## config.mk

```make
export PLATFORM = sky130hd
export DESIGN_NAME = dma3d_walker
export DESIGN_NICKNAME = d
export VERILOG_FILES = /design/src/rtl/walk_pkg.sv /design/src/rtl/walk_param_bank.sv /design/src/rtl/walk_axis_gen.sv /design/src/rtl/walk_count_gen.sv /design/src/rtl/dma3d_walker.sv
export SDC_FILE = /design/constraint.sdc
export NUM_CORES = 1
export LEC_CHECK = 0
export ABC_CLOCK_PERIOD_IN_PS = 5550
export BUFFER_PORTS_ARGS = -buffer_cell sky130_fd_sc_hd__buf_2
export CAP_MARGIN = 20
export CELL_PAD_IN_SITES_DETAIL_PLACEMENT = 0
export CELL_PAD_IN_SITES_GLOBAL_PLACEMENT = 1
export CORE_ASPECT_RATIO = 1.5
export CORE_MARGIN = 2
export CORE_UTILIZATION = 52
export DETAILED_ROUTE_END_ITERATION = 12
export PLACE_DENSITY_LB_ADDON = 0.3
export SETUP_SLACK_MARGIN = 0.15
export SYNTH_ARGS = -nofsm -noshare
export SYNTH_HDL_FRONTEND = slang
export SYNTH_SLANG_ARGS = --single-unit
```

## constraint.sdc

```tcl
create_clock -name clk -period 5.55 [get_ports clk]
set_input_delay 0.555 -clock clk [delete_from_list [all_inputs] [get_ports clk]]
set_output_delay 0.555 -clock clk [all_outputs]
set_load 0.01 [all_outputs]
```

## src/rtl/walk_pkg.sv

```systemverilog
package walk_pkg;

    localparam int ADDR_W  = 32;
    localparam int CNT_W   = 16;
    localparam int WORD_W  = 32;
    localparam int NWORDS  = 8;
    localparam int IDX_W   = $clog2(NWORDS);

    // word indexes
    localparam int WI_OPT  = 0;
    localparam int WI_SRC  = 1;
    localparam int WI_DST  = 2;
    localparam int WI_CNT  = 3;
    localparam int WI_CCNT = 4;
    localparam int WI_AIDX = 5;
    localparam int WI_FIDX = 6;
    localparam int WI_LINK = 7;

    // option bits
    localparam int OB_SRC_FIX = 0;
    localparam int OB_DST_FIX = 1;
    localparam int OB_FRAME   = 2;

    typedef enum logic [1:0] {
        ST_IDLE  = 2'd0,
        ST_WAIT  = 2'd1,
        ST_ISSUE = 2'd2,
        ST_FIN   = 2'd3
    } walk_state_e;

    typedef struct packed {
        logic              frame_mode;
        logic              src_fix;
        logic              dst_fix;
        logic [ADDR_W-1:0] src;
        logic [ADDR_W-1:0] dst;
        logic [CNT_W-1:0]  acnt;
        logic [CNT_W-1:0]  bcnt;
        logic [CNT_W-1:0]  ccnt;
        logic [CNT_W-1:0]  breload;
        logic [CNT_W-1:0]  src_astep;
        logic [CNT_W-1:0]  dst_astep;
        logic [CNT_W-1:0]  src_fstep;
        logic [CNT_W-1:0]  dst_fstep;
    } walk_cfg_t;

endpackage

```

## src/rtl/walk_param_bank.sv

```systemverilog
module walk_param_bank
    import walk_pkg::*;
#(
    parameter int WW = WORD_W,
    parameter int NW = NWORDS,
    parameter int IW = $clog2(NW)
) (
    input  logic          clk,
    input  logic          rst_n,
    input  logic          we,
    input  logic          lock,
    input  logic [IW-1:0] idx,
    input  logic [WW-1:0] wdata,
    output walk_cfg_t     cfg
);
    localparam int HALF = WW / 2;

    logic [WW-1:0] words [NW];

    generate
        for (genvar g = 0; g < NW; g++) begin : g_word
            always_ff @(posedge clk) begin
                if (!rst_n) begin
                    words[g] <= '0;
                end else if (we && !lock && (idx == IW'(g))) begin
                    words[g] <= wdata;
                end
            end
        end
    endgenerate

    always_comb begin
        cfg.frame_mode = words[WI_OPT][OB_FRAME];
        cfg.src_fix    = words[WI_OPT][OB_SRC_FIX];
        cfg.dst_fix    = words[WI_OPT][OB_DST_FIX];
        cfg.src        = words[WI_SRC][ADDR_W-1:0];
        cfg.dst        = words[WI_DST][ADDR_W-1:0];
        cfg.acnt       = words[WI_CNT][HALF-1:0];
        cfg.bcnt       = words[WI_CNT][WW-1:HALF];
        cfg.ccnt       = words[WI_CCNT][HALF-1:0];
        cfg.src_astep  = words[WI_AIDX][HALF-1:0];
        cfg.dst_astep  = words[WI_AIDX][WW-1:HALF];
        cfg.src_fstep  = words[WI_FIDX][HALF-1:0];
        cfg.dst_fstep  = words[WI_FIDX][WW-1:HALF];
        cfg.breload    = words[WI_LINK][WW-1:HALF];
    end
endmodule

```

## src/rtl/walk_axis_gen.sv

```systemverilog
module walk_axis_gen #(
    parameter int AW = 32,
    parameter int SW = 16
) (
    input  logic          clk,
    input  logic          rst_n,
    input  logic          load,
    input  logic [AW-1:0] base,
    input  logic          step_arr,
    input  logic          step_frm,
    input  logic          fixed,
    input  logic [SW-1:0] arr_stride,
    input  logic [SW-1:0] frm_stride,
    output logic [AW-1:0] addr
);
    logic [AW-1:0] frm_start;
    logic [AW-1:0] arr_ext;
    logic [AW-1:0] frm_ext;
    logic [AW-1:0] next_frm;

    assign arr_ext  = {{(AW-SW){arr_stride[SW-1]}}, arr_stride};
    assign frm_ext  = {{(AW-SW){frm_stride[SW-1]}}, frm_stride};
    assign next_frm = frm_start + frm_ext;

    always_ff @(posedge clk) begin
        if (!rst_n) begin
            addr      <= '0;
            frm_start <= '0;
        end else if (load) begin
            addr      <= base;
            frm_start <= base;
        end else if (!fixed) begin
            if (step_frm) begin
                addr      <= next_frm;
                frm_start <= next_frm;
            end else if (step_arr) begin
                addr <= addr + arr_ext;
            end
        end
    end
endmodule

```

## src/rtl/walk_count_gen.sv

```systemverilog
module walk_count_gen #(
    parameter int CW = 16
) (
    input  logic          clk,
    input  logic          rst_n,
    input  logic          load,
    input  logic [CW-1:0] b_init,
    input  logic [CW-1:0] c_init,
    input  logic          step,
    input  logic [CW-1:0] b_refill,
    output logic          last_arr,
    output logic          last_frm
);
    logic [CW-1:0] b_left;
    logic [CW-1:0] c_left;

    assign last_arr = (b_left == CW'(1));
    assign last_frm = (c_left == CW'(1));

    always_ff @(posedge clk) begin
        if (!rst_n) begin
            b_left <= '0;
            c_left <= '0;
        end else if (load) begin
            b_left <= b_init;
            c_left <= c_init;
        end else if (step) begin
            if (!last_arr) begin
                b_left <= b_left - CW'(1);
            end else if (!last_frm) begin
                c_left <= c_left - CW'(1);
                b_left <= b_refill;
            end
        end
    end
endmodule

```

## src/rtl/dma3d_walker.sv

```systemverilog
module dma3d_walker
    import walk_pkg::*;
#(
    parameter int AW  = ADDR_W,
    parameter int CW  = CNT_W,
    parameter int WW  = WORD_W,
    parameter int NW  = NWORDS,
    parameter int IW  = $clog2(NW)
) (
    input  logic          clk,
    input  logic          rst_n,
    input  logic          cfg_we,
    input  logic [IW-1:0] cfg_idx,
    input  logic [WW-1:0] cfg_wdata,
    input  logic          go,
    input  logic          sync_ev,
    output logic          busy,
    output logic          req_valid,
    output logic [AW-1:0] req_src,
    output logic [AW-1:0] req_dst,
    output logic [CW-1:0] req_bytes,
    output logic          done
);
    localparam int NAXIS = 2;

    walk_state_e state, state_nx;
    walk_cfg_t   cfg;

    logic          arm;
    logic          issuing;
    logic          last_arr;
    logic          last_frm;
    logic          step_arr;
    logic          step_frm;
    logic          ab_sel;
    logic          src_fix;
    logic [CW-1:0] refill;

    logic [AW-1:0] ax_base   [NAXIS];
    logic          ax_fixed  [NAXIS];
    logic [CW-1:0] ax_astep  [NAXIS];
    logic [CW-1:0] ax_fstep  [NAXIS];
    logic [AW-1:0] ax_addr   [NAXIS];

    walk_param_bank #(.WW(WW), .NW(NW), .IW(IW)) u_bank (
        .clk   (clk),
        .rst_n (rst_n),
        .we    (cfg_we),
        .lock  (busy),
        .idx   (cfg_idx),
        .wdata (cfg_wdata),
        .cfg   (cfg)
    );

    assign ab_sel   = cfg.frame_mode;
    assign src_fix  = cfg.src_fix;
    assign arm      = (state == ST_IDLE) && go;
    assign issuing  = (state == ST_ISSUE);
    assign step_arr = issuing && !last_arr;
    assign step_frm = issuing && last_arr && !last_frm;
    assign refill   = ab_sel ? cfg.bcnt : cfg.breload;

    walk_count_gen #(.CW(CW)) u_count (
        .clk      (clk),
        .rst_n    (rst_n),
        .load     (arm),
        .b_init   (cfg.bcnt),
        .c_init   (cfg.ccnt),
        .step     (issuing),
        .b_refill (refill),
        .last_arr (last_arr),
        .last_frm (last_frm)
    );

    always_comb begin
        ax_base[0]  = cfg.src;
        ax_fixed[0] = cfg.src_fix;
        ax_astep[0] = cfg.src_astep;
        ax_fstep[0] = cfg.src_fstep;
        ax_base[1]  = cfg.dst;
        ax_fixed[1] = cfg.dst_fix;
        ax_astep[1] = cfg.dst_astep;
        ax_fstep[1] = cfg.dst_fstep;
    end

    generate
        for (genvar g = 0; g < NAXIS; g++) begin : g_axis
            walk_axis_gen #(.AW(AW), .SW(CW)) u_axis (
                .clk        (clk),
                .rst_n      (rst_n),
                .load       (arm),
                .base       (ax_base[g]),
                .step_arr   (step_arr),
                .step_frm   (step_frm),
                .fixed      (ax_fixed[g]),
                .arr_stride (ax_astep[g]),
                .frm_stride (ax_fstep[g]),
                .addr       (ax_addr[g])
            );
        end
    endgenerate

    // state register
    always_ff @(posedge clk) begin
        if (!rst_n) begin
            state <= ST_IDLE;
        end else begin
            state <= state_nx;
        end
    end

    // transitions
    always_comb begin
        state_nx = state;
        unique case (state)
            ST_IDLE: begin
                if (go) state_nx = ST_WAIT;                   // T_ARM
            end
            ST_WAIT: begin
                if (sync_ev) state_nx = ST_ISSUE;             // T_FIRE
            end
            ST_ISSUE: begin
                if (last_arr && last_frm) state_nx = ST_FIN;  // T_END
                else if (last_arr || !ab_sel) state_nx = ST_WAIT; // T_PAUSE
                else state_nx = ST_ISSUE;                     // T_NEXT
            end
            ST_FIN: begin
                state_nx = ST_IDLE;                           // T_RETIRE
            end
            default: state_nx = ST_IDLE;
        endcase
    end

    // outputs
    always_comb begin
        busy      = (state != ST_IDLE);
        req_valid = (state == ST_ISSUE);
        done      = (state == ST_FIN);
        req_src   = ax_addr[0];
        req_dst   = ax_addr[1];
        req_bytes = cfg.acnt;
    end
endmodule

```

==> summary.md, run 1 <==
| Metric | Value |
|---|---|
| Status | `finished, final reports clean` |
| Crit path max fanout | `36` |
| Gr ovfl total | `0` |
| Final min period | `approximately 4.3 ns` |
| Synth Area in Simple Gates | `0.185` |
| Initial antenna violation count | `2` |
| Worst setup SP type | `flop` |
| Design Power | `~0.007 W` |
| Ys async rst share | `0` |
| I/O pin count | `roughly 120` |
| Slew @ Worst Pin | `~1.1 ns` |
| Cells after DPL | `between 2000 and 3000` |
| Power density over cell area | `297 nW/µm²` |
| Core Footprint | `approximately 41000 µm²` |
| Sequential area share after synthesis | `0.419` |
| Drt wl/cell | `~22 µm` |
| CTS Hold Bufs | `0` |
| Worst skew pair latency | `~0.56 ns` |
| Reg2Reg Depth | `9` |
| Post-CTS Resized | `0` |
| Cell area after synthesis | `21700 µm²` |
| Starting Density | `0.528` |
| CTS Buf Count | `35` |
| Lkg Pwr | `9.92 nW` |
| Clock tree buffer depth | `3` |
| Fmax achieved | `between 200 and 250 MHz` |
| Nets | `2594` |
| Largest net degree at the start of global routing | `73` |
| Critical Path RT | `approximately 6.0 ns` |
| DRC | `0` |
| Worst hold-check path type | `input pin to flop` |
| Area Growth Syn to Fin | `10.5%` |
| Layout Cells excl Fill | `between 3000 and 4000` |
| Vias | `roughly 18000` |
| Row count | `91` |
| Synth Area in Compound Gates | `0.227` |
| Yosys cell types | `84` |
| Gr usage total | `0.303` |
| First-pass GRT wire length | `101 mm` |
| Reg2reg setup slack | `approximately 1.3 ns` |
| Mux contribution to synthesized area | `0.00975` |
| Post-Synth Adder-Cell Area | `0.0775` |
| ANT nets after route | `0` |
| Post-CTS setup buffers | `0` |
| Max_cap viols | `0` |
| Setup_tns | `0 ns` |
| Reg-to-Reg Start | `u_count.b_left[10]$_SDFFE_PN0P_` |
| Clock skew | `around 0.040 ns` |
| Top FF cell, synth | `edfxtp_1` |
| Number of enable flip-flop cells after synthesis | `approximately 200` |
| Initial DRT Pass Iterations | `6` |
| Clock Tree Root | `clkbuf_16` |
| Post-Route WL | `between 60 and 70 mm` |
| Routability congestion estimate | `about 0.93` |
| Synth warnings | `0` |
| CTS tree | `built` |
| Synth Area per Inst | `~9.1 µm²` |
| DP HPWL | `roughly 47 mm` |
| Number of vias per cell | `about 6` |
| Critical path origin | `u_count.b_left[10]$_SDFFE_PN0P_` |
| Setup violations, final | `0` |
| Num Clock Sinks | `approximately 360` |
| Tcrit/Tclk final | `0.772` |
| RSZ-0062 raised after global routing | `no` |
| Fraction of layout cells with a size suffix above 1 | `0.0980` |
| Arr. time, crit path | `approximately 4.8 ns` |
| Cells after synthesis | `2375` |
| Slew headroom | `0.286` |
| PortBufs | `122` |
| Final hold vios | `0` |
| Die area | `around 43000 µm²` |
| Clk pin slew, worst setup/hold paths | `0.06 ns` |
| Post-Synth XOR/XNOR Area | `0.0468` |
| Filler Cells Inserted | `roughly 3700` |
| CP endpoint kind | `flop` |
| Syn nets | `roughly 2500` |
| Width of the die | `171 µm` |
| 1st-iter DRT viols | `about 1300` |
| Number of H-tree levels | `2` |
| Critical Path End | `g_axis[0].u_axis.frm_start[18]$_SDFFE_PN0P_` |
| FF+latch count, synth | `~360` |
| Number of global-route vias before repair | `about 18000` |
| VDD IR-drop max | `approximately 270 µV` |
| Largest family of logic cells by synthesized area | `compound AO/OA/AOI/OAI gates` |
| Chip Height | `~250 µm` |
| Critical path type | `flop to flop` |
| Final Max Slew Viols | `0` |
| RR Endpoint | `g_axis[0].u_axis.frm_start[18]$_SDFFE_PN0P_` |
worst max-delay path: stages, from the launching register on:
cell      delay, ns
dfxtp_1        0.36
or4_4          0.58
nor2_4         0.13
and4_1         0.75
nand3_2        0.80
nor2_4         1.03
nor2_1         0.08
a211oi_1       0.26
a21oi_1        0.06
nor2b_1        0.12
stage by stage:
| step | instance area, µm² | worst slack, ns | hold slack (ns) | util |
|---|---|---|---|---|
| 6_report | 24000 | 1.27 | 0.422 | 0.583 |
| 5_1_grt | 24000 | 0.928 | 0.412 | 0.583 |
| 4_1_cts | 23900 | 1.32 | 0.390 | 0.582 |
| 3_5_place_dp | 22700 | 1.36 | 0.474 | 0.552 |
| 3_3_place_gp | 22700 | 1.43 | 0.451 | 0.551 |
| 2_1_floorplan | 21700 | 1.76 | 0.441 | - |
cell families after synthesis:
kind of cell / after synthesis
AND/OR/NAND/NOR: 798
adder cells (fa/ha/maj): 132
multiplexers: 21
AO/OA/AOI/OAI: 772
XOR/XNOR: 116
flip-flops: 357
buffers and inverters: 179
placed cells by master (no fill, tap or decap), types with 36 or more instances in the layout:
cell / count
nand2_1: 227
and2_1: 205
a21oi_1: 199
o21ai_0: 197
edfxtp_1: 195
dfxtp_1: 162
nor2_1: 150
ha_1: 128
buf_2: 121
xnor2_1: 71
a31oi_1: 48
nand3_1: 46
xor2_1: 45
a21o_1: 42
o211ai_1: 41
inv_1: 39
clkbuf_16: 38
a211oi_1: 36
Yosys cell counts, drive strengths merged, types with 39 or more instances:
library cell | n | share of area
ha | 128 | 0.074
and2 | 207 | 0.060
nand2 | 229 | 0.040
buf | 42 | 0.011
a21o | 42 | 0.015
xnor2 | 71 | 0.029
a21oi | 200 | 0.046
inv | 39 | 0.0067
dfxtp | 162 | 0.15
o21ai | 211 | 0.049
xor2 | 45 | 0.018
edfxtp | 195 | 0.27
o211ai | 41 | 0.014
nand3 | 47 | 0.011
nor2 | 155 | 0.028
a31oi | 48 | 0.014
clkbuf | 98 | 0.017
registers in the layout, summed over array words and instances, names as in the netlist:
signal	flops
u_count.b_left	16
g_axis.u_axis.addr	64
g_axis.u_axis.frm_start	64
u_count.c_left	16
state	2
u_bank.words	195
worst min-delay path by stage:
stage,from,endpoint,depth (start not counted)
2_1_floorplan,u_count.c_left[15]$_SDFFE_PN0P_,u_count.c_left[15]$_SDFFE_PN0P_,2
3_3_place_gp,u_count.c_left[15]$_SDFFE_PN0P_,u_count.c_left[15]$_SDFFE_PN0P_,2
3_5_place_dp,u_count.c_left[15]$_SDFFE_PN0P_,u_count.c_left[15]$_SDFFE_PN0P_,2
4_1_cts,cfg_wdata[15],u_bank.words[1][15]$_SDFFCE_PN0P_,2
5_1_grt,cfg_wdata[13],u_bank.words[0][109]$_SDFFCE_PN0P_,2
6_report,cfg_wdata[13],u_bank.words[0][109]$_SDFFCE_PN0P_,2
final cells by class:
class                   instances  area (µm²)  share of cell area
clock inverters                15         221             0.00924
flip-flops and latches        357        9100               0.379
multi-input cells            1839       11900               0.497
clock buffers                  49        1020              0.0426
inverters                      39         146             0.00610
diodes                          1        2.50            0.000104
repair buffers                150         883              0.0368
well taps                     558         698              0.0291
power breakdown:
| part | total [W] | internal, W | leakage [nW] | switching (W) |
|---|---|---|---|---|
| Combinational | 0.00140 | 0.000524 | 5.96 | 0.000876 |
| Sequential | 0.00311 | 0.00296 | 3.35 | 0.000148 |
| Clock | 0.00262 | 0.00153 | 0.608 | 0.00109 |
layer usage:
metal,wire length (µm),global-route usage
met1,25700,0.354
met5,0,0
met3,3300,0.0313
met2,33300,0.541
met4,3840,0.168
Note: power is estimated with default switching activity, not from simulation.
==> run 2: changes to the inputs <==
--- a/config.mk
+++ b/config.mk
@@ -5,14 +5,15 @@
 export SDC_FILE = /design/constraint.sdc
 export NUM_CORES = 1
 export LEC_CHECK = 0
-export ABC_CLOCK_PERIOD_IN_PS = 5550
+export ABC_AREA = 1
+export ABC_CLOCK_PERIOD_IN_PS = 3900
 export BUFFER_PORTS_ARGS = -buffer_cell sky130_fd_sc_hd__buf_2
 export CAP_MARGIN = 20
 export CELL_PAD_IN_SITES_DETAIL_PLACEMENT = 0
 export CELL_PAD_IN_SITES_GLOBAL_PLACEMENT = 1
 export CORE_ASPECT_RATIO = 1.5
 export CORE_MARGIN = 2
-export CORE_UTILIZATION = 52
+export CORE_UTILIZATION = 41
 export DETAILED_ROUTE_END_ITERATION = 12
 export PLACE_DENSITY_LB_ADDON = 0.3
 export SETUP_SLACK_MARGIN = 0.15
==> constraint.sdc (replaced) <==
create_clock -name clk -period 3.9 [get_ports clk]
set_input_delay 0.39 -clock clk [delete_from_list [all_inputs] [get_ports clk]]
set_output_delay 0.39 -clock clk [all_outputs]
set_load 0.01 [all_outputs]
==> run 2 against run 1 <==
Hold slack worse by 0.33 ns; non-clock buffer count is 3 higher; combinational power increased by 110%; fmax increased by 52%; sequential power increased by 45%; critical path depth rose by 5; highest routed layer unchanged; utilization down 12 points.
==> summary.md, run 2 <==
| Metric | Value |
|---|---|
| Status | `finished, final reports clean` |
| DP Worst Slack | `1.17 ns (-0.188 ns)` |
| Cells after synthesis | `3620 (+52%)` |
| Top layer in use | `met4` |
| Routability congestion estimate | `0.944 (+1.3%)` |
| Setup violations, final | `0 (unchanged)` |
| Nets | `3870 (+49%)` |
| I/O pin count | `123 (unchanged)` |
| Clock power share | `0.340 (-0.028)` |
| RSZ-0062 raised after global routing | `no` |
| Filler Cells Inserted | `6307 (+71%)` |
| First-pass GRT wire length | `129 mm (+28%)` |
| Clock skew | `0.0379 ns (-0.00243 ns)` |
| Initial antenna violation count | `0 (-2)` |
| Syn nets | `3792 (+49%)` |
| Min-Delay Startpoint | `sync_ev` |
| Gr usage total | `0.273 (-0.0293)` |
| Number of enable flip-flop cells after synthesis | `195 (unchanged)` |
| CTS Hold Bufs | `0 (unchanged)` |
| Net Switching | `0.00395 W (+87%)` |
| CTS Buf Count | `39 (+11%)` |
| Sequential area share after synthesis | `0.371 (-0.0483)` |
| Post-Route WL | `85.2 mm (+29%)` |
| Yosys cell types | `47 (-44%)` |
| 1st-iter DRT viols | `1726 (+29%)` |
| Internal power | `0.00741 W (+48%)` |
| DP HPWL | `65.3 mm (+39%)` |
| Final Max Slew Viols | `0 (unchanged)` |
| Reg2reg setup slack | `1.08 ns (-0.19 ns)` |
| Commonest non-fill, non-tap cell in the layout | `nand2_1` |
| Setup ws final | `1.08 ns (-0.188 ns)` |
| Most frequent cells in the layout | `nand2_1, nor2_1, inv_1` |
| Max_cap viols | `0 (unchanged)` |
| Cell area after synthesis | `24500 µm² (+13%)` |
| Tcrit/Tclk final | `0.724 (-0.0483)` |
| Critical Path RT | `4.37 ns (-1.65 ns)` |
| Logic pwr share | `0.262 (+0.066)` |
| Reg-to-Reg Start | `u_bank.words[1][80]$_SDFFCE_PN0P_` |
| Hold_ws | `0.0955 ns (-0.327 ns)` |
| Reg with most FFs | `u_bank.words` |
| Met2 WL | `44.4 mm (+33%)` |
| Chip Height | `303 µm (+19%)` |
| Num Clock Sinks | `357 (unchanged)` |
| Gr ovfl total | `0 (unchanged)` |
| Final hold vios | `0 (unchanged)` |
| Largest cells by area after synthesis | `edfxtp_1, nand2_1, dfxtp_1, nor2_1, inv_1` |
| Slew headroom | `0.331 (+0.0444)` |
| Core Footprint | `59100 µm² (+44%)` |
| Number of vias per cell | `5.18 (-15%)` |
| CTS tree | `built` |
| Reg2Reg Depth | `14 (+5)` |
| Antenna cells | `0 (-1)` |
| Initial DRT Pass Iterations | `6 (unchanged)` |
| ANT nets after route | `0 (unchanged)` |
| RR Endpoint | `g_axis[1].u_axis.addr[26]$_SDFFE_PN0P_` |
| DR WL met3 | `3.34 mm (+1.2%)` |
| Area Growth Syn to Fin | `10.6% (about the same)` |
| Post-CTS setup buffers | `0 (unchanged)` |
| Setup_tns | `0 ns (unchanged)` |
| Ys async rst share | `0 (unchanged)` |
| Share of the synthesized area in the top cell type | `0.239 (-0.0311)` |
| Post-CTS Resized | `0 (unchanged)` |
| Seq pwr share | `0.398 (-0.038)` |
| Hold Path End | `state[0]$_SDFFE_PN0P_` |
| Number of global-route vias before repair | `22300 (+24%)` |
| Lkg Pwr | `13.8 nW (+39%)` |
| Switching share of power | `0.348 (+0.0520)` |
| Hold Path Depth | `4 (+2)` |
| Row count | `109 (+20%)` |
| PortBufs | `122 (unchanged)` |
| Starting Density | `0.415 (-0.113)` |
| Number of H-tree levels | `2 (unchanged)` |
| Die area | `61800 µm² (+42%)` |
| Power density over cell area | `419 nW/µm² (+41%)` |
| Worst hold-check path type | `input pin to flop` |
| Clk pin slew, worst setup/hold paths | `0.06 ns (about the same)` |
| Synth warnings | `0 (unchanged)` |
| Critical path type | `flop to flop` |
| WL met1 | `34.4 mm (+34%)` |
| FF+latch count, synth | `357 (unchanged)` |
| CP endpoint kind | `flop` |
| Max reg flops | `195 (unchanged)` |
| Worst skew pair latency | `0.59 ns (+0.03 ns)` |
| Vias | `23400 (+27%)` |
| Drt wl/cell | `18.9 µm (-14%)` |
| Worst setup SP type | `flop` |
| Fmax achieved | `354 MHz (+52%)` |
| Crit path max fanout | `6 (-83%)` |
| Biggest regs | `u_bank.words: 195 flops, g_axis.u_axis.addr: 64 flops, g_axis.u_axis.frm_start: 64 flops` |
| Final min period | `2.82 ns (-1.46 ns)` |
| Top FF cell, synth | `edfxtp_1` |
| Largest net degree at the start of global routing | `123 (+68%)` |
| DRC | `0 (unchanged)` |
| Most common cell in the synthesized netlist | `nand2_1` |
| Fraction of layout cells with a size suffix above 1 | `0.0692 (-0.0288)` |
| Clock tree buffer depth | `3 (unchanged)` |
| Width of the die | `204 µm (+19%)` |
| Clock Tree Root | `clkbuf_16` |
| Slew @ Worst Pin | `1.00 ns (-0.0678 ns)` |
| Synth Area per Inst | `6.77 µm² (-26%)` |
| Top cells by count, synth | `nand2_1, nor2_1, inv_1` |
| Largest area contributor in the netlist | `edfxtp_1` |
| VDD IR-drop max | `352 µV (+31%)` |
| Arr. time, crit path | `3.29 ns (-1.46 ns)` |
[run 2: cells by family after synthesis]
kind of cell	Yosys count	synth area share
simple gates	1911	0.320
buf+inv	647	0.105
compound gates	507	0.111
flops	357	0.371
fa+ha+maj	132	0.0686
xor+xnor	60	0.0214
mux	6	0.00245
[run 2: how the worst max path moves through the flow]
stage / startpoint / end / cells past startpoint
CTS: u_bank.words[1][80]$_SDFFCE_PN0P_ / g_axis[1].u_axis.addr[26]$_SDFFE_PN0P_ / 14
detailed placement: u_bank.words[1][80]$_SDFFCE_PN0P_ / g_axis[1].u_axis.addr[26]$_SDFFE_PN0P_ / 14
floorplan: state[1]$_SDFFE_PN0P_ / u_bank.words[1][64]$_SDFFCE_PN0P_ / 3
global placement: u_count.b_left[10]$_SDFFE_PN0P_ / g_axis[1].u_axis.addr[10]$_SDFFE_PN0P_ / 9
global route: u_count.b_left[0]$_SDFFE_PN0P_ / g_axis[1].u_axis.frm_start[19]$_SDFFE_PN0P_ / 10
finish: u_bank.words[1][80]$_SDFFCE_PN0P_ / g_axis[1].u_axis.addr[26]$_SDFFE_PN0P_ / 14
[run 2: final cells by class]
| class | instances | area, µm² | area share |
|---|---|---|---|
| repair buffers | 153 | 882 | 0.0325 |
| clock buffers | 48 | 1030 | 0.0380 |
| inverters | 531 | 2000 | 0.0736 |
| flip-flops and latches | 357 | 9100 | 0.336 |
| well taps | 777 | 972 | 0.0359 |
| multi-input cells | 2616 | 12900 | 0.474 |
| clock inverters | 24 | 283 | 0.0104 |
[run 2: power groups by stage]
stage | sequential, W | combinational, W | clock, W
after global routing | 0.00455 | 0.00334 | 0.00407
after CTS | 0.00452 | 0.00298 | 0.00393
after detailed placement | 0.00460 | 0.00297 | 0
after global placement | 0.00460 | 0.00296 | 0
after floorplan | 0.00453 | 0.00207 | 0
final | 0.00452 | 0.00298 | 0.00386
[run 2: per-layer routing]
metal,global-route usage,vias to the layer above
li1,-,11800
met1,0.323,10800
met2,0.514,612
met3,0.0238,128
met4,0.0965,0
met5,0,-
[run 2: worst max-delay path, cell delays in order, from the launching register on]
cell and delay [ns]:
edfxtp_1 0.37, ha_1 0.25, fa_1 0.41, nand3_1 0.10, nand3_1 0.25, nand2_1 0.13
nand2_1 0.13, nand2_1 0.09, nand2_1 0.18, nand2_1 0.15, nand4_1 0.11, nand3_1 0.24
nand3_1 0.16, nand2_1 0.08, inv_1 0.04
[run 2: per-stage QoR]
stage                     area (µm²)  cells  total power, W  utilization
after floorplan                24500   3620         0.00660            -
after detailed placement       25800   4434         0.00757        0.437
final                          27100   4506          0.0114        0.459
after global placement         25800   4432         0.00756        0.436
after global routing           27100   4506          0.0120        0.459
after CTS                      27100   4506          0.0114        0.459
==> run 3: changes to the inputs <==
--- a/config.mk
+++ b/config.mk
@@ -6,7 +6,7 @@
 export NUM_CORES = 1
 export LEC_CHECK = 0
 export ABC_AREA = 1
-export ABC_CLOCK_PERIOD_IN_PS = 3900
+export ABC_CLOCK_PERIOD_IN_PS = 2510
 export BUFFER_PORTS_ARGS = -buffer_cell sky130_fd_sc_hd__buf_2
 export CAP_MARGIN = 20
 export CELL_PAD_IN_SITES_DETAIL_PLACEMENT = 0
==> constraint.sdc (replaced) <==
create_clock -name clk -period 2.51 [get_ports clk]
set_input_delay 0.251 -clock clk [delete_from_list [all_inputs] [get_ports clk]]
set_output_delay 0.251 -clock clk [all_outputs]
set_load 0.01 [all_outputs]
==> run 3 against run 2 <==
Final cell count is 2.0% higher; critical path type unchanged; clock power is 63% higher; via count is 2.8% higher; sequential share of layout area is 2.6 points lower.
==> summary.md, run 3 (same netlist as run 2, synthesis figures left out) <==
| Metric | Value |
|---|---|
| Status | `finished, final reports clean` |
| Initial DRT Pass Iterations | `5 (-1)` |
| Tcrit/Tclk final | `0.909 (+0.186)` |
| Crit path max fanout | `8 (+2)` |
| Starting Density | `0.415 (unchanged)` |
| 1st-iter DRT viols | `1649 (-4.5%)` |
| Setup ws final | `0.228 ns (-0.850 ns)` |
| Reg with most FFs | `u_bank.words` |
| Vias | `24000 (+2.8%)` |
| Power density over cell area | `639 nW/µm² (+53%)` |
| Number of vias per cell | `5.22 (+0.75%)` |
| Buffer and inverter count on the worst path | `4 (+3)` |
| Hold_ws | `0.109 ns (+0.0133 ns)` |
| CP max stage cell | `edfxtp_1` |
| Crit-path max cell delay | `0.42 ns (about the same)` |
| Antenna cells | `0 (unchanged)` |
| Cell family with most CP delay | `simple AND/OR/NAND/NOR gates` |
| Post-route cell area | `29400 µm² (+8.4%)` |
| Layout Cells excl Fill | `4598 (+2.0%)` |
| Fmax achieved | `438 MHz (+24%)` |
| Chip Height | `303 µm (unchanged)` |
| Biggest regs | `u_bank.words: 195 flops, g_axis.u_axis.addr: 64 flops, g_axis.u_axis.frm_start: 64 flops` |
| Die area | `61800 µm² (unchanged)` |
| Number of global-route vias before repair | `23100 (+3.2%)` |
| Number of H-tree levels | `2 (unchanged)` |
| Post-Route WL | `89.6 mm (+5.2%)` |
| Fraction of layout cells with a size suffix above 1 | `0.153 (+0.0842)` |
| Routability congestion estimate | `0.959 (+1.6%)` |
| Worst skew pair latency | `0.60 ns (about the same)` |
| Critical path type | `flop to flop` |
| CTS Buf Count | `40 (+2.6%)` |
| Arr. time, crit path | `2.79 ns (-0.50 ns)` |
| CTS tree | `built` |
| Worst path cell trace | `buf_12 -> buf_12 -> ha_4 -> nand2_4 -> nor2_2 -> inv_2 -> nor2_2 -> nor2_1 -> nand2_1 -> xor2_2 -> nand2_1 -> nand3_1 -> nand2_1 -> inv_1` |
| Initial antenna violation count | `0 (unchanged)` |
| Cells after DPL | `4494 (+1.4%)` |
| Num Clock Sinks | `357 (unchanged)` |
| Placed standard-cell area | `26400 µm² (+2.4%)` |
| Width of the die | `204 µm (unchanged)` |
| Core Footprint | `59100 µm² (unchanged)` |
| Setup_tns | `0 ns (unchanged)` |
| DP HPWL | `67.4 mm (+3.3%)` |
| PortBufs | `122 (unchanged)` |
| Most frequent cells in the layout | `nand2_1, inv_1, nor2_1` |
| Worst hold-check path type | `input pin to flop` |
| Critical Path RT | `3.01 ns (-1.36 ns)` |
| Final hold vios | `0 (unchanged)` |
| CP endpoint kind | `flop` |
| I/O pin count | `123 (unchanged)` |
| DRC | `0 (unchanged)` |
| Nets | `3961 (+2.4%)` |
| ANT nets after route | `0 (unchanged)` |
| CP most frequent cell | `nand2_1` |
| Clock tree buffer depth | `3 (unchanged)` |
| Max reg flops | `195 (unchanged)` |
| RSZ-0062 raised after global routing | `yes` |
| Slew @ Worst Pin | `0.698 ns (-0.304 ns)` |
| Commonest non-fill, non-tap cell in the layout | `nand2_1` |
| First-pass GRT wire length | `131 mm (+1.7%)` |
| Clock skew | `0.0454 ns (+0.00756 ns)` |
| Area Growth Syn to Fin | `19.9%` |
| Clock Tree Root | `clkbuf_16` |
| Lkg Pwr | `14.5 nW (+4.9%)` |
| Row count | `109 (unchanged)` |
| Slew headroom | `0.534 (+0.204)` |
| Drt wl/cell | `19.5 µm (+3.1%)` |
| DP Worst Slack | `0.0259 ns (-1.14 ns)` |
| Max_cap viols | `0 (unchanged)` |
| Gr usage total | `0.280 (+0.00644)` |
| VDD IR-drop max | `500 µV (+42%)` |
| Largest net degree at the start of global routing | `123 (unchanged)` |
| Clk pin slew, worst setup/hold paths | `0.06 ns (about the same)` |
| Final Max Slew Viols | `0 (unchanged)` |
| Gr ovfl total | `0 (unchanged)` |
| Final min period | `2.28 ns (-0.540 ns)` |
| Setup violations, final | `0 (unchanged)` |
| Worst setup SP type | `flop` |
==> run 3: changes by cell type in the layout (fill, tap and decap cells not counted), moves of 29 or more <==
cell / change
nand2_1: -50
nor2_1: -51
nor2_2: +34
ha_4: +29
nand2_2: +41
ha_1: -53
buf_4: +60
==> run 3: final cells by class <==
cell class	instances	area (µm²)
clock buffers	46	1030
flip-flops and latches	357	9110
fillers	6100	29700
repair inverters	1	7.51
repair buffers	242	1900
multi-input cells	2616	14000
well taps	777	972
clock inverters	28	354
inverters	531	2010
==> run 3: per-stage QoR <==
stage          total power (W)   util
5_1_grt                 0.0197  0.498
2_1_floorplan           0.0103      -
3_5_place_dp            0.0120  0.448
6_report                0.0188  0.498
4_1_cts                 0.0184  0.474
3_3_place_gp            0.0120  0.448
==> run 3: report_power, final <==
part	internal [W]	leakage (nW)	switching, W
combinational	0.00195	10.4	0.00349
clock	0.00363	0.670	0.00268
sequential	0.00662	3.36	0.000428
total	0.0122	14.5	0.00660
==> run 3: path summary, 6_finish.rpt <==
check / to / start / slack (ns) / cells after the start
max: g_axis[0].u_axis.addr[17]$_SDFFE_PN0P_ / u_bank.words[1][79]$_SDFFCE_PN0P_ / 0.23 / 14
min: u_count.b_left[5]$_SDFFE_PN0P_ / rst_n / 0.11 / 3
max reg2reg: g_axis[0].u_axis.addr[17]$_SDFFE_PN0P_ / u_bank.words[1][79]$_SDFFCE_PN0P_ / 0.23 / 14
min reg2reg: g_axis[0].u_axis.frm_start[6]$_SDFFE_PN0P_ / g_axis[0].u_axis.frm_start[6]$_SDFFE_PN0P_ / 0.48 / 2
==> run 3: metal layers <==
metal | routed length (µm) | GRT usage
met2 | 45800 | 0.515
met4 | 5610 | 0.153
met5 | 0 | 0
met1 | 34400 | 0.317
met3 | 3810 | 0.0266
==> run 3: repair_timing <==
action                                  in CTS  in global routing
hold buffers                                 2                  0
endpoints found under the hold margin        2                  0
gates resized for setup                     23                286
endpoints found under the setup margin      64                128
pin swaps                                    1                 43
setup buffers                                5                 18
gates cloned                                 0                  5
==> run 3: tightest hold or removal path: cells and delay by family <==
family	cells	cell delay, ns
AO/OA/AOI/OAI	2	0.17
buffers and inverters	1	0.23
